### config.mk
export PLATFORM = sky130hd
export DESIGN_NAME = glyph_outline_gen
export DESIGN_NICKNAME = d
export VERILOG_FILES = /design/src/rtl/gog_pkg.sv /design/src/rtl/gog_window.sv /design/src/rtl/gog_classify.sv /design/src/rtl/glyph_outline_gen.sv
export SDC_FILE = /design/constraint.sdc
export NUM_CORES = 1
export LEC_CHECK = 0
export ABC_AREA = 1
export CAP_MARGIN = 20
export CORE_MARGIN = 1.5
export CORE_UTILIZATION = 55
export DETAILED_ROUTE_END_ITERATION = 7
export DONT_BUFFER_PORTS = 1
export HOLD_SLACK_MARGIN = 0.1
export PLACE_DENSITY = 0.73
export SLEW_MARGIN = 10
export SYNTH_ARGS = -nofsm -noshare
export SYNTH_HDL_FRONTEND = slang
export SYNTH_SLANG_ARGS = --single-unit
### constraint.sdc
create_clock -name clk -period 3.34 [get_ports clk]
set_input_delay 0 -clock clk [delete_from_list [all_inputs] [get_ports clk]]
set_output_delay 0 -clock clk [all_outputs]
set_load 0.02 [all_outputs]
### src/rtl/gog_pkg.sv
package gog_pkg;

    typedef enum logic [1:0] {
        MODE_PLAIN     = 2'd0,
        MODE_BORDER    = 2'd1,
        MODE_SHADOW    = 2'd2,
        MODE_PLAIN_ALT = 2'd3
    } mode_e;

    typedef enum logic [1:0] {
        PIX_BG      = 2'd0,
        PIX_FG      = 2'd1,
        PIX_OUTLINE = 2'd2,
        PIX_RSVD    = 2'd3
    } pix_e;

    typedef enum logic {
        ST_IDLE = 1'b0,
        ST_EMIT = 1'b1
    } out_state_e;

    typedef struct packed {
        logic ul;
        logic u;
        logic ur;
        logic l;
        logic c;
        logic r;
        logic dl;
        logic d;
        logic dr;
    } nbhd_t;

endpackage

### src/rtl/gog_window.sv
module gog_window
    import gog_pkg::*;
#(
    parameter int CELL_W     = 10,
    parameter int CELL_H     = 16,
    parameter int CODE_W     = 7,
    parameter int BLANK_CODE = 0,
    parameter int FULL_CODE  = 127,
    parameter int LINE_W     = $clog2(CELL_H),
    parameter int DOT_W      = $clog2(CELL_W)
) (
    input  logic [CODE_W-1:0] char_code_i,
    input  logic [LINE_W-1:0] line_i,
    input  logic [DOT_W-1:0]  dot_i,
    input  logic [CELL_W-1:0] row_above_i,
    input  logic [CELL_W-1:0] row_cur_i,
    input  logic [CELL_W-1:0] row_below_i,
    output nbhd_t             nb_o
);

    localparam logic [LINE_W-1:0] LAST_LINE = LINE_W'(CELL_H - 1);

    logic              is_blank;
    logic              is_full;
    logic              has_up;
    logic              has_dn;
    logic [CELL_W-1:0] up_row;
    logic [CELL_W-1:0] mid_row;
    logic [CELL_W-1:0] dn_row;
    int                col;

    function automatic logic pick(input logic [CELL_W-1:0] row, input int idx);
        logic [DOT_W-1:0] sel;
        sel = idx[DOT_W-1:0];
        if (idx < 0 || idx >= CELL_W) begin
            return 1'b0;
        end
        return row[sel];
    endfunction

    assign is_blank = (char_code_i == CODE_W'(BLANK_CODE));
    assign is_full  = (char_code_i == CODE_W'(FULL_CODE));
    assign has_up   = (line_i != '0);
    assign has_dn   = (line_i != LAST_LINE);
    assign col      = int'(dot_i);

    // Fixed codes override the font rows before any neighbour is taken.
    always_comb begin
        if (is_blank) begin
            up_row  = '0;
            mid_row = '0;
            dn_row  = '0;
        end else if (is_full) begin
            up_row  = '1;
            mid_row = '1;
            dn_row  = '1;
        end else begin
            up_row  = row_above_i;
            mid_row = row_cur_i;
            dn_row  = row_below_i;
        end
    end

    // Rows outside the cell are masked off.
    always_comb begin
        nb_o.ul = has_up & pick(up_row, col - 1);
        nb_o.u  = has_up & pick(up_row, col);
        nb_o.ur = has_up & pick(up_row, col + 1);
        nb_o.l  = pick(mid_row, col - 1);
        nb_o.c  = pick(mid_row, col);
        nb_o.r  = pick(mid_row, col + 1);
        nb_o.dl = has_dn & pick(dn_row, col - 1);
        nb_o.d  = has_dn & pick(dn_row, col);
        nb_o.dr = has_dn & pick(dn_row, col + 1);
    end

endmodule

### src/rtl/gog_classify.sv
module gog_classify
    import gog_pkg::*;
(
    input  mode_e mode_i,
    input  nbhd_t nb_i,
    output pix_e  pix_o
);

    logic ring_hit;
    logic shadow_hit;

    assign ring_hit   = nb_i.ul | nb_i.u | nb_i.ur | nb_i.l |
                        nb_i.r  | nb_i.dl | nb_i.d | nb_i.dr;
    assign shadow_hit = nb_i.l | nb_i.u | nb_i.ul;

    always_comb begin
        unique case (mode_i)
            MODE_BORDER: begin
                if (nb_i.c)        pix_o = PIX_FG;
                else if (ring_hit) pix_o = PIX_OUTLINE;
                else               pix_o = PIX_BG;
            end
            MODE_SHADOW: begin
                if (nb_i.c)          pix_o = PIX_FG;
                else if (shadow_hit) pix_o = PIX_OUTLINE;
                else                 pix_o = PIX_BG;
            end
            default: begin
                pix_o = nb_i.c ? PIX_FG : PIX_BG;
            end
        endcase
    end

endmodule

### src/rtl/glyph_outline_gen.sv
module glyph_outline_gen
    import gog_pkg::*;
#(
    parameter int CELL_W     = 10,
    parameter int CELL_H     = 16,
    parameter int CODE_W     = 7,
    parameter int BLANK_CODE = 0,
    parameter int FULL_CODE  = 127,
    parameter int LINE_W     = $clog2(CELL_H),
    parameter int DOT_W      = $clog2(CELL_W)
) (
    input  logic              clk,
    input  logic              rst_n,
    input  logic              dot_valid_i,
    input  logic [1:0]        mode_i,
    input  logic [CODE_W-1:0] char_code_i,
    input  logic [LINE_W-1:0] line_i,
    input  logic [DOT_W-1:0]  dot_i,
    input  logic [CELL_W-1:0] row_above_i,
    input  logic [CELL_W-1:0] row_cur_i,
    input  logic [CELL_W-1:0] row_below_i,
    output logic              valid_o,
    output logic [1:0]        pix_o
);

    nbhd_t      nb;
    pix_e       pix_d;
    pix_e       pix_q;
    mode_e      mode;
    out_state_e state_q;
    out_state_e state_d;

    assign mode = mode_e'(mode_i);

    gog_window #(
        .CELL_W     (CELL_W),
        .CELL_H     (CELL_H),
        .CODE_W     (CODE_W),
        .BLANK_CODE (BLANK_CODE),
        .FULL_CODE  (FULL_CODE),
        .LINE_W     (LINE_W),
        .DOT_W      (DOT_W)
    ) window_i (
        .char_code_i (char_code_i),
        .line_i      (line_i),
        .dot_i       (dot_i),
        .row_above_i (row_above_i),
        .row_cur_i   (row_cur_i),
        .row_below_i (row_below_i),
        .nb_o        (nb)
    );

    gog_classify classify_i (
        .mode_i (mode),
        .nb_i   (nb),
        .pix_o  (pix_d)
    );

    // Next state
    always_comb begin
        unique case (state_q)
            ST_IDLE: state_d = dot_valid_i ? ST_EMIT : ST_IDLE;
            ST_EMIT: state_d = dot_valid_i ? ST_EMIT : ST_IDLE;
            default: state_d = ST_IDLE;
        endcase
    end

    // State register
    always_ff @(posedge clk) begin
        if (!rst_n) state_q <= ST_IDLE;
        else        state_q <= state_d;
    end

    // Output register
    always_ff @(posedge clk) begin
        if (!rst_n)           pix_q <= PIX_BG;
        else if (dot_valid_i) pix_q <= pix_d;
        else                  pix_q <= PIX_BG;
    end

    assign valid_o = (state_q == ST_EMIT);
    assign pix_o   = pix_q;

    a_r2_valid_follows: assert property (@(posedge clk) disable iff (!rst_n)
        dot_valid_i |=> valid_o);

    a_r2_valid_drops: assert property (@(posedge clk) disable iff (!rst_n)
        !dot_valid_i |=> !valid_o);

    a_r2_idle_background: assert property (@(posedge clk) disable iff (!rst_n)
        !valid_o |-> pix_o == PIX_BG);

    a_r3_plain_no_outline: assert property (@(posedge clk) disable iff (!rst_n)
        (dot_valid_i && (mode_i == 2'd0 || mode_i == 2'd3)) |=> pix_o != PIX_OUTLINE);

    a_r5_shadow_origin_clear: assert property (@(posedge clk) disable iff (!rst_n)
        (dot_valid_i && mode_i == 2'd2 && line_i == '0 && dot_i == '0) |=> pix_o != PIX_OUTLINE);

    a_r7_blank_code: assert property (@(posedge clk) disable iff (!rst_n)
        (dot_valid_i && char_code_i == CODE_W'(BLANK_CODE)) |=> pix_o == PIX_BG);

    a_r8_full_code: assert property (@(posedge clk) disable iff (!rst_n)
        (dot_valid_i && char_code_i == CODE_W'(FULL_CODE) && int'(dot_i) < CELL_W)
        |=> pix_o == PIX_FG);

endmodule

==> out/qor.csv, run 1 <==
stage,metric,value,unit
grt,grt_max_degree,31,
pwr,leakage,0.945,nW
timing,min_period_over_period,72.1,%
pwr,p_per_area,188,mW/mm²
timing,hold_ws,122,ps
worst_setup_path,crit_arrival,2530,ps
grt,grt-ovfl-total,0,
layout,fin_cells,328,
synth,yosysWarnings,0,
clock_tree,cts_root_buffer,clkbuf_4,
floorplan,die_y,55.7,µm
synth,synth.distinct_cells,35,
synth,yosys.area.top_type,nand2_1,
routing,drcViolationCount,0,
clock_tree,clk_pin_slew_worst_paths,40,ps
layout,antennaDiodeCount,0,
timing,worst_pin_slew,816,ps
layout,drive_gt1_share,7.05,%
timing,rsz0062_at_grt,no,
routing,vias,1852,
clock_tree,cts_tree,done,
timing,hold_viol_final,0,
layout,layout_commonest_cell,nand2_1,
floorplan,ioPinCount,53,
placement,gp_congestion,0.908,
clock_tree,cts_setup_buffers,0,
timing,finalCriticalPeriod,2410,ps
layout,final_cell_mix,"nand2_1 (91), nand3_1 (65), inv_1 (51)",
worst_setup_path,critical_path_class,input port to flip-flop,
grt,first_global_vias,1657,
clock_tree,post_cts_resized,0,
timing,clock.fmax,415,MHz
clock_tree,cts_made_buffers,3,
worst_setup_path,path_max_fanout,30,
routing,drtIter0Drc,128,
routing,dr_wl_met3,347,µm
floorplan,core_area,0.00254,mm²
routing,topRoutingLayerUsed,met4,
clock_tree,hold_buffers,7,
layout,n_fill_cell,280,
timing,maxSlewHeadroom,45.5,%
layout,fin_nets,353,
clock_tree,cts_max_path_buffers,2,
synth,syn_nets,354,
worst_setup_path,endpoint_kind,flip-flop,
floorplan,die_w,55.7,µm
grt,antenna_found_initial,0,
floorplan,die_area,0.00311,mm²
synth,synth_top_area_share,22.3,%
timing,setup_viol,0,
floorplan,start_util,60.1,%
placement,dp.cells,317,
routing,drt-total-wl,3920,µm
clock_tree,cts.sinks,3,
grt,grt_pass1_wl,6790,µm
timing,report.final.slew_viol_count,0,
flow_run,cap_violations,0,
synth,yosysSeqAreaShare,3.93,%
synth,avgSynthCellArea,5.10,µm²
floorplan,row_count,18,
layout,syn2layout_area_growth,1.72,%
routing,antenna_left,0,
timing,tns,0,ps
synth,ys_ff_latch,3,
routing,avgRoutedWirePerCell,12.0,µm
status,outcome,"complete, no violations",
routing,drtPass1Iterations,5,
grt,grt.total_usage,26.3,%
synth,ys_top_cells_by_area,"nand2_1 (22%), nand3_1 (21%), inv_1 (13%), buf_6 (4.4%), dfxtp_1 (3.9%)",
routing,met1_length,1670,µm
worst_setup_path,start_kind,input port,
synth,synthesis.area,0.00153,mm²
placement,dp_hpwl,3020,µm
worst_setup_path,cp.required,3460,ps
synth,syn_inst,300,
placement,io_buffers,0,
worst_hold_path,hold_path_class,input port to flip-flop,
clock_tree,htreeDepth,1,
pwr,max-vdd-ir-drop,0.180,mV
routing,met2WireLength,1790,µm
routing,viasPerCell,5.65,
[routing by layer]
metal	vias to the layer above	global-route usage (%)
met2	95	46.1
met5	-	0
met3	11	3.72
met4	0	10.1
met1	792	32.0
li1	954	-
[critical path: stages]
cell           delay [ps]
nor3_1                190
nand2_1               510
buf_4                 440
nand3_1               120
nand2_1               100
nand2_1                80
nand3_1                80
nand2_1                70
nand2_1                50
nand2_1                50
nand3_1                70
nand2_1                60
nand2_1                50
nand2_1                70
a21oi_2                50
dlygate4sd3_1         540
[flip-flops by register name, summed over array words and instances (netlist names)]
| signal | count |
|---|---|
| pix_o | 2 |
| valid_o | 1 |
[cells in the mapped netlist]
cell,instances
nand3_2,2
or3b_1,1
a211o_1,1
a21oi_2,2
o211ai_1,1
or2_2,3
nor2_4,1
nand4_1,4
dfxtp_1,3
nand2_1,91
nor2_1,13
inv_1,51
nor3_1,2
buf_4,3
a32oi_1,1
a21oi_1,11
or2_1,1
inv_2,2
buf_2,5
nand3b_1,2
or4_1,1
a21boi_0,1
nor2_2,3
o21ai_0,5
ha_1,4
o311ai_1,1
clkinv_1,1
buf_6,6
nand2_4,1
xor2_1,2
o31ai_1,1
nand2_2,1
xor2_2,2
nand3_1,65
o21ai_1,6
[layout make-up]
| type | count | area (µm²) | area share, % |
|---|---|---|---|
| Multi-Input combinational cell | 229 | 1150 | 74.0 |
| Inverter | 54 | 203 | 13.0 |
| Timing Repair Buffer | 8 | 77.6 | 4.99 |
| Sequential cell | 3 | 60.1 | 3.86 |
| Tap cell | 30 | 37.5 | 2.41 |
| Clock buffer | 4 | 26.3 | 1.69 |
[logic make-up (layout without fill, tap and decap cells)]
group                      Yosys count  in the layout  synth area share [%]
DFF                                  3              3                  3.93
buffers and inverters               68             66                  20.8
AOI/OAI and AO/OA                   30             30                  11.5
and+or+nand+nor                    191            191                  57.2
adders and majority gates            4              4                  3.27
xor gates and xnor gates             4              4                  3.27
[stage by stage]
stage / setup slack [ps] / util, % / area (µm²) / power (mW)
floorplan: 1670 / - / 1530 / 0.193
finish: 931 / 61.1 / 1560 / 0.292
global placement: 1330 / 57.3 / 1460 / 0.214
detailed placement: 1300 / 57.3 / 1460 / 0.214
global route: 644 / 61.1 / 1560 / 0.323
CTS: 988 / 61.1 / 1560 / 0.288
[worst paths after layout]
| path | cells past startpoint | from | slack [ps] | end |
|---|---|---|---|---|
| worst min-delay path | 3 | dot_i[3] | 120 | pix_o[0]$_SDFF_PN0_ |
| worst max-delay path | 16 | char_code_i[0] | 930 | pix_o[1]$_SDFF_PN0_ |
[report_power, final]
| group | internal (mW) | total [mW] | switching (mW) |
|---|---|---|---|
| sequential | 0.0376 | 0.0401 | 0.00245 |
| combinational | 0.0709 | 0.184 | 0.113 |
| clock | 0.0451 | 0.0682 | 0.0231 |
| total | 0.154 | 0.292 | 0.139 |
Note: power is estimated with default switching activity, not from simulation.
==> inputs of run 2 (changes only) <==
==> constraint.sdc (replaced) <==
create_clock -name clk -period 2.4 [get_ports clk]
set_input_delay 0 -clock clk [delete_from_list [all_inputs] [get_ports clk]]
set_output_delay 0 -clock clk [all_outputs]
set_load 0.02 [all_outputs]
==> run 2 against run 1 <==
Against the previous run: critical path depth down 5; highest routed layer unchanged; critical path type unchanged; sequential share of layout area about the same; clock power increased by 32%.
==> out/qor.csv, run 2 (synthesis results as in run 1) <==
stage,metric,value,unit,change
floorplan,die_area,0.00311,mm²,unchanged
timing,maxSlewHeadroom,78.9,%,was 45.5%
clock_tree,cts_max_path_buffers,2,,unchanged
worst_setup_path,critical_path_class,input port to flip-flop,,unchanged
status,outcome,"complete, no violations",,unchanged
timing,worst_pin_slew,315,ps,was 816 ps
worst_setup_path,crit_arrival,2360,ps,was 2530 ps
routing,drt-total-wl,3900,µm,was 3920 µm
clock_tree,cts_tree,done,,unchanged
routing,drtIter0Drc,91,,was 128
clock_tree,clk_pin_slew_worst_paths,40,ps,about the same
timing,finalCriticalPeriod,2190,ps,
timing,clock.fmax,458,MHz,
routing,antenna_left,0,,unchanged
worst_hold_path,hold_path_class,input port to flip-flop,,unchanged
layout,n_fill_cell,273,,was 280
layout,syn2layout_area_growth,2.95,%,was 1.72%
pwr,max-vdd-ir-drop,0.291,mV,was 0.180 mV
clock_tree,cts_root_buffer,clkbuf_4,,unchanged
layout,fin_nets,355,,was 353
layout,largest_register_ff_count,2,,unchanged
routing,vias,1851,,"was 1,852"
worst_setup_path,cp.required,2580,ps,was 3460 ps
grt,grt_pass1_wl,6910,µm,was 6790 µm
timing,min_period_over_period,91.0,%,
worst_setup_path,cp-startpoint,char_code_i[5],,was char_code_i[0]
worst_hold_path,hp-start,rst_n,,was dot_i[3]
floorplan,die_w,55.7,µm,unchanged
pwr,leakage,0.958,nW,was 0.945 nW
timing,setup_viol,0,,unchanged
layout,antennaDiodeCount,0,,unchanged
pwr,p_per_area,255,mW/mm²,was 188 mW/mm²
grt,first_global_vias,1656,,"was 1,657"
placement,dp_hpwl,3090,µm,was 3020 µm
timing,report.final.slew_viol_count,0,,unchanged
routing,drtPass1Iterations,5,,unchanged
timing,tns,0,ps,unchanged
flow_run,cap_violations,0,,unchanged
layout,ff_latch_area,60.1,µm²,unchanged
routing,viasPerCell,5.61,,was 5.65
worst_setup_path,endpoint_kind,flip-flop,,unchanged
grt,grt.total_usage,26.8,%,was 26.3%
layout,multiInputGateArea,0.00115,mm²,unchanged
worst_setup_path,crit_path_end,pix_o[0]$_SDFF_PN0_,,was pix_o[1]$_SDFF_PN0_
layout,layout_commonest_cell,nand2_1,,unchanged
clock_tree,cts.sinks,3,,unchanged
layout,drive_gt1_share,7.67,%,was 7.05%
placement,io_buffers,0,,unchanged
timing,rsz0062_at_grt,no,,unchanged
placement,gp_congestion,0.928,,was 0.908
layout,final_cell_mix,"nand2_1 (91), nand3_1 (65), inv_1 (51)",,unchanged
floorplan,core_area,0.00254,mm²,unchanged
routing,avgRoutedWirePerCell,11.8,µm,was 12.0 µm
routing,drcViolationCount,0,,unchanged
floorplan,die_y,55.7,µm,unchanged
grt,antenna_found_initial,0,,unchanged
worst_setup_path,path_max_fanout,26,,was 30
grt,grt_max_degree,29,,was 31
floorplan,start_util,60.1,%,unchanged
floorplan,ioPinCount,53,,unchanged
clock_tree,cts_setup_buffers,0,,unchanged
clock_tree,htreeDepth,1,,unchanged
floorplan,row_count,18,,unchanged
clock_tree,cts_made_buffers,3,,unchanged
grt,grt-ovfl-total,0,,unchanged
worst_setup_path,start_kind,input port,,unchanged
layout,post-route-util,61.8,%,was 61.1%
timing,hold_viol_final,0,,unchanged
## run 2: cell count changes in the layout (fill, tap and decap cells not counted), sizes merged
cell  before  now
buf        1    3
## run 2: area by class of cell
| cell class | instances | share of cell area [%] |
|---|---|---|
| inverters | 54 | 12.9 |
| repair buffers | 10 | 6.12 |
| flip-flops and latches | 3 | 3.82 |
| clock buffers | 4 | 1.67 |
| multi-input cells | 229 | 73.1 |
| well taps | 30 | 2.38 |
## run 2: stage by stage
step	cell area [µm²]	total power [mW]	setup WS [ps]	hold slack [ps]	instances
final	1570	0.402	215	468	330
after global routing	1570	0.452	20.6	507	330
after CTS	1570	0.403	239	463	330
after detailed placement	1470	0.299	667	151	319
after global placement	1470	0.298	724	144	319
after floorplan	1530	0.269	735	129	300
## run 2: repair_timing
item | in CTS | in global routing
hold buffers | 7 | 0
endpoints found under the setup margin | 0 | 1
hold endpoints to repair | 3 | 0
resized for setup | 0 | 1
## run 2: worst max-delay path, stage by stage
cell	delay, ps
nand2_1	40
nor2_2	140
nand2_4	170
nand2_1	100
nand2_1	60
a211o_1	290
o311ai_1	80
nand3_1	160
dlygate4sd3_1	590
a21oi_1	140
dlygate4sd3_1	570
## run 2: per-layer routing
metal	part of all wire (%)	global-route usage, %	wire length (µm)	vias up
met2	49	46.3	1900	92
li1	-	-	-	964
met5	0	0	0	-
met3	6.9	3.95	271	10
met1	42	33.4	1650	785
met4	2.2	10.1	85	0
## run 2: power by group
| group | leakage [nW] | switching [mW] | internal, mW |
|---|---|---|---|
| Clock | 0.0150 | 0.0277 | 0.0624 |
| Combinational | 0.918 | 0.155 | 0.101 |
| Sequential | 0.0246 | 0.00348 | 0.0524 |
| Total | 0.958 | 0.186 | 0.216 |
## run 2: worst min-delay path by stage
stage | slack [ps] | endpoint | depth (start not counted)
final | 470 | valid_o$_SDFF_PN0_ | 3
after detailed placement | 150 | valid_o$_SDFF_PN0_ | 2
after global placement | 140 | valid_o$_SDFF_PN0_ | 2
after global routing | 510 | valid_o$_SDFF_PN0_ | 3
after floorplan | 130 | valid_o$_SDFF_PN0_ | 2
after CTS | 460 | valid_o$_SDFF_PN0_ | 3
==> inputs of run 3 (changes only) <==
--- a/config.mk
+++ b/config.mk
@@ -6,13 +6,14 @@
 export NUM_CORES = 1
 export LEC_CHECK = 0
 export ABC_AREA = 1
+export BUFFER_PORTS_ARGS = -buffer_cell sky130_fd_sc_hd__buf_2
 export CAP_MARGIN = 20
 export CORE_MARGIN = 1.5
-export CORE_UTILIZATION = 55
+export CORE_UTILIZATION = 51
+export CTS_CLUSTER_DIAMETER = 80
 export DETAILED_ROUTE_END_ITERATION = 7
-export DONT_BUFFER_PORTS = 1
 export HOLD_SLACK_MARGIN = 0.1
-export PLACE_DENSITY = 0.73
+export PLACE_DENSITY = 0.82
 export SLEW_MARGIN = 10
 export SYNTH_ARGS = -nofsm -noshare
 export SYNTH_HDL_FRONTEND = slang
==> run 3 against run 2 <==
Against the previous run: the run now ends with DRC left; critical path depth up 4; wire length rose by 8.5%; largest cell class unchanged; cell count increased by 15%; non-clock buffer count rose by 50; utilization is 2.5 points higher; count of clock-buffer cells in the layout stayed put; worst hold slack worse by 320 ps; flip-flop and latch count unchanged; combinational power up 23%; first-iteration DRC count rose by 140%; global-route usage fell by 0.63 points.
==> out/qor.csv, run 3 (synthesis results as in run 1) <==
stage,metric,value,unit,change
status,outcome,finished with violations,,"was complete, no violations"
status,violations,DRC,,
worst_setup_path,cp.required,2580,ps,about the same
clock_tree,cts_root_buffer,clkbuf_4,,unchanged
routing,avgRoutedWirePerCell,11.1,µm,was 11.8 µm
grt,first_global_vias,1759,,"was 1,656"
timing,maxSlewHeadroom,74.3,%,was 78.9%
floorplan,die_w,57.8,µm,was 55.7 µm
floorplan,core_area,0.00281,mm²,was 0.00254 mm²
layout,post-route-util,64.3,%,was 61.8%
floorplan,start_util,54.5,%,was 60.1%
layout,ff_latch_area,60.1,µm²,unchanged
grt,grt_pass1_wl,7200,µm,was 6910 µm
layout,antennaDiodeCount,0,,unchanged
placement,gp_congestion,0.971,,was 0.928
grt,grt-ovfl-total,0,,unchanged
routing,drtPass1Iterations,7,,was 5
placement,dp_hpwl,3410,µm,was 3090 µm
layout,final_cell_mix,"nand2_1 (91), nand3_1 (65), buf_2 (52)",,"was nand2_1 (91), nand3_1 (65), inv_1 (51)"
worst_setup_path,critical_path_class,input port to flip-flop,,unchanged
routing,vias,1990,,"was 1,851"
floorplan,die_y,57.8,µm,was 55.7 µm
timing,finalWorstSetupSlack,798,ps,was 215 ps
pwr,max-vdd-ir-drop,0.163,mV,was 0.291 mV
layout,largest_register_ff_count,2,,unchanged
layout,multiInputGateArea,0.00115,mm²,unchanged
placement,io_buffers,52,,was 0
routing,drcViolationCount,6,,was 0
placement,post-place-ws,574,ps,was 667 ps
worst_setup_path,endpoint_kind,flip-flop,,unchanged
timing,setup_viol,0,,unchanged
routing,antenna_left,0,,unchanged
layout,syn2layout_area_growth,18.0,%,was 2.95%
floorplan,row_count,19,,was 18
routing,drt-total-wl,4230,µm,was 3900 µm
grt,antenna_found_initial,0,,unchanged
worst_hold_path,hold_path_class,input port to flip-flop,,unchanged
timing,hold_ws,149,ps,was 468 ps
worst_setup_path,crit_arrival,1780,ps,was 2360 ps
layout,n_fill_cell,301,,was 273
worst_hold_path,hp-start,rst_n,,unchanged
worst_setup_path,path_max_fanout,6,,was 26
grt,grt_max_degree,27,,was 29
floorplan,die_area,0.00334,mm²,was 0.00311 mm²
routing,viasPerCell,5.22,,was 5.61
layout,fin_nets,405,,was 355
timing,worst_pin_slew,382,ps,was 315 ps
timing,clock.fmax,624,MHz,was 458 MHz
layout,drive_gt1_share,22.3,%,was 7.67%
routing,drtIter0Drc,217,,was 91
pwr,leakage,1.15,nW,was 0.958 nW
clock_tree,post_cts_resized,0,,unchanged
clock_tree,cts_made_buffers,3,,unchanged
timing,hold_viol_final,0,,unchanged
floorplan,ioPinCount,53,,unchanged
clock_tree,htreeDepth,1,,unchanged
timing,rsz0062_at_grt,no,,unchanged
flow_run,cap_violations,0,,unchanged
layout,layout_commonest_cell,nand2_1,,unchanged
worst_hold_path,whs_endpoint,pix_o[1]$_SDFF_PN0_,,was valid_o$_SDFF_PN0_
worst_hold_path,whs_path_depth,5,,was 3
worst_setup_path,start_kind,input port,,unchanged
timing,min_period_over_period,66.7,%,was 91.0%
grt,grt.total_usage,26.2,%,was 26.8%
clock_tree,cts_tree,done,,unchanged
clock_tree,cts_max_path_buffers,2,,unchanged
timing,finalCriticalPeriod,1600,ps,was 2190 ps
clock_tree,cts.sinks,3,,unchanged
clock_tree,clk_pin_slew_worst_paths,40,ps,about the same
pwr,p_per_area,254,mW/mm²,was 255 mW/mm²
timing,tns,0,ps,unchanged
timing,report.final.slew_viol_count,0,,unchanged
[run 3: cell count changes in the layout (fill, tap and decap cells not counted), sizes merged]
cell         previous run  this run
dlygate4sd3             7         2
buf                     3        58
[run 3: power breakdown]
part           leakage (nW)  switching (mW)  internal, mW
Sequential           0.0246        0.000505        0.0523
Clock                0.0150          0.0301        0.0626
Combinational          1.11           0.187         0.127
Total                  1.15           0.217         0.242
[run 3: layer usage]
metal  share of wire [%]  GRT usage [%]
met5                   0              0
met4                0.54           5.65
met3                 6.4           3.57
met2                  46           44.2
met1                  47           35.6
[run 3: per-stage QoR]
step	power, mW	std cells	instance area [µm²]
final	0.459	381	1800
after global routing	0.507	381	1800
after CTS	0.455	381	1800
after detailed placement	0.358	375	1760
after global placement	0.358	375	1760
after floorplan	0.269	300	1530
[run 3: layout make-up]
class                   instances  share of cell area, %
clock buffers                   4                   1.46
multi-input cells             229                   63.8
well taps                      31                   2.15
repair buffers                 60                   18.0
flip-flops and latches          3                   3.33
inverters                      54                   11.2
[run 3: what timing repair did]
action,4_1_cts,5_1_grt
hold buffers,2,0
hold endpoints to repair,2,0
buffers inserted,0,0
endpoints found under the setup margin,0,0
[run 3: worst max path at each step]
stage / start / to / slack (ps)
finish: dot_i[1] / pix_o[1]$_SDFF_PN0_ / 800
global route: dot_i[1] / pix_o[1]$_SDFF_PN0_ / 490
CTS: dot_i[1] / pix_o[1]$_SDFF_PN0_ / 810
detailed placement: dot_i[1] / pix_o[1]$_SDFF_PN0_ / 570
global placement: dot_i[1] / pix_o[1]$_SDFF_PN0_ / 600
floorplan: dot_i[0] / pix_o[1]$_SDFF_PN0_ / 730
[run 3: critical path, stage by stage]
cell and delay [ps]:
buf_2 170, inv_1 130, ha_1 350, buf_4 170, nor2_2 190, inv_1 60
a32oi_1 180, o21ai_0 110, inv_1 60, nand2_1 50, nand3_1 60, nand2_1 50
nand2_1 50, nand2_1 60, a21oi_2 100
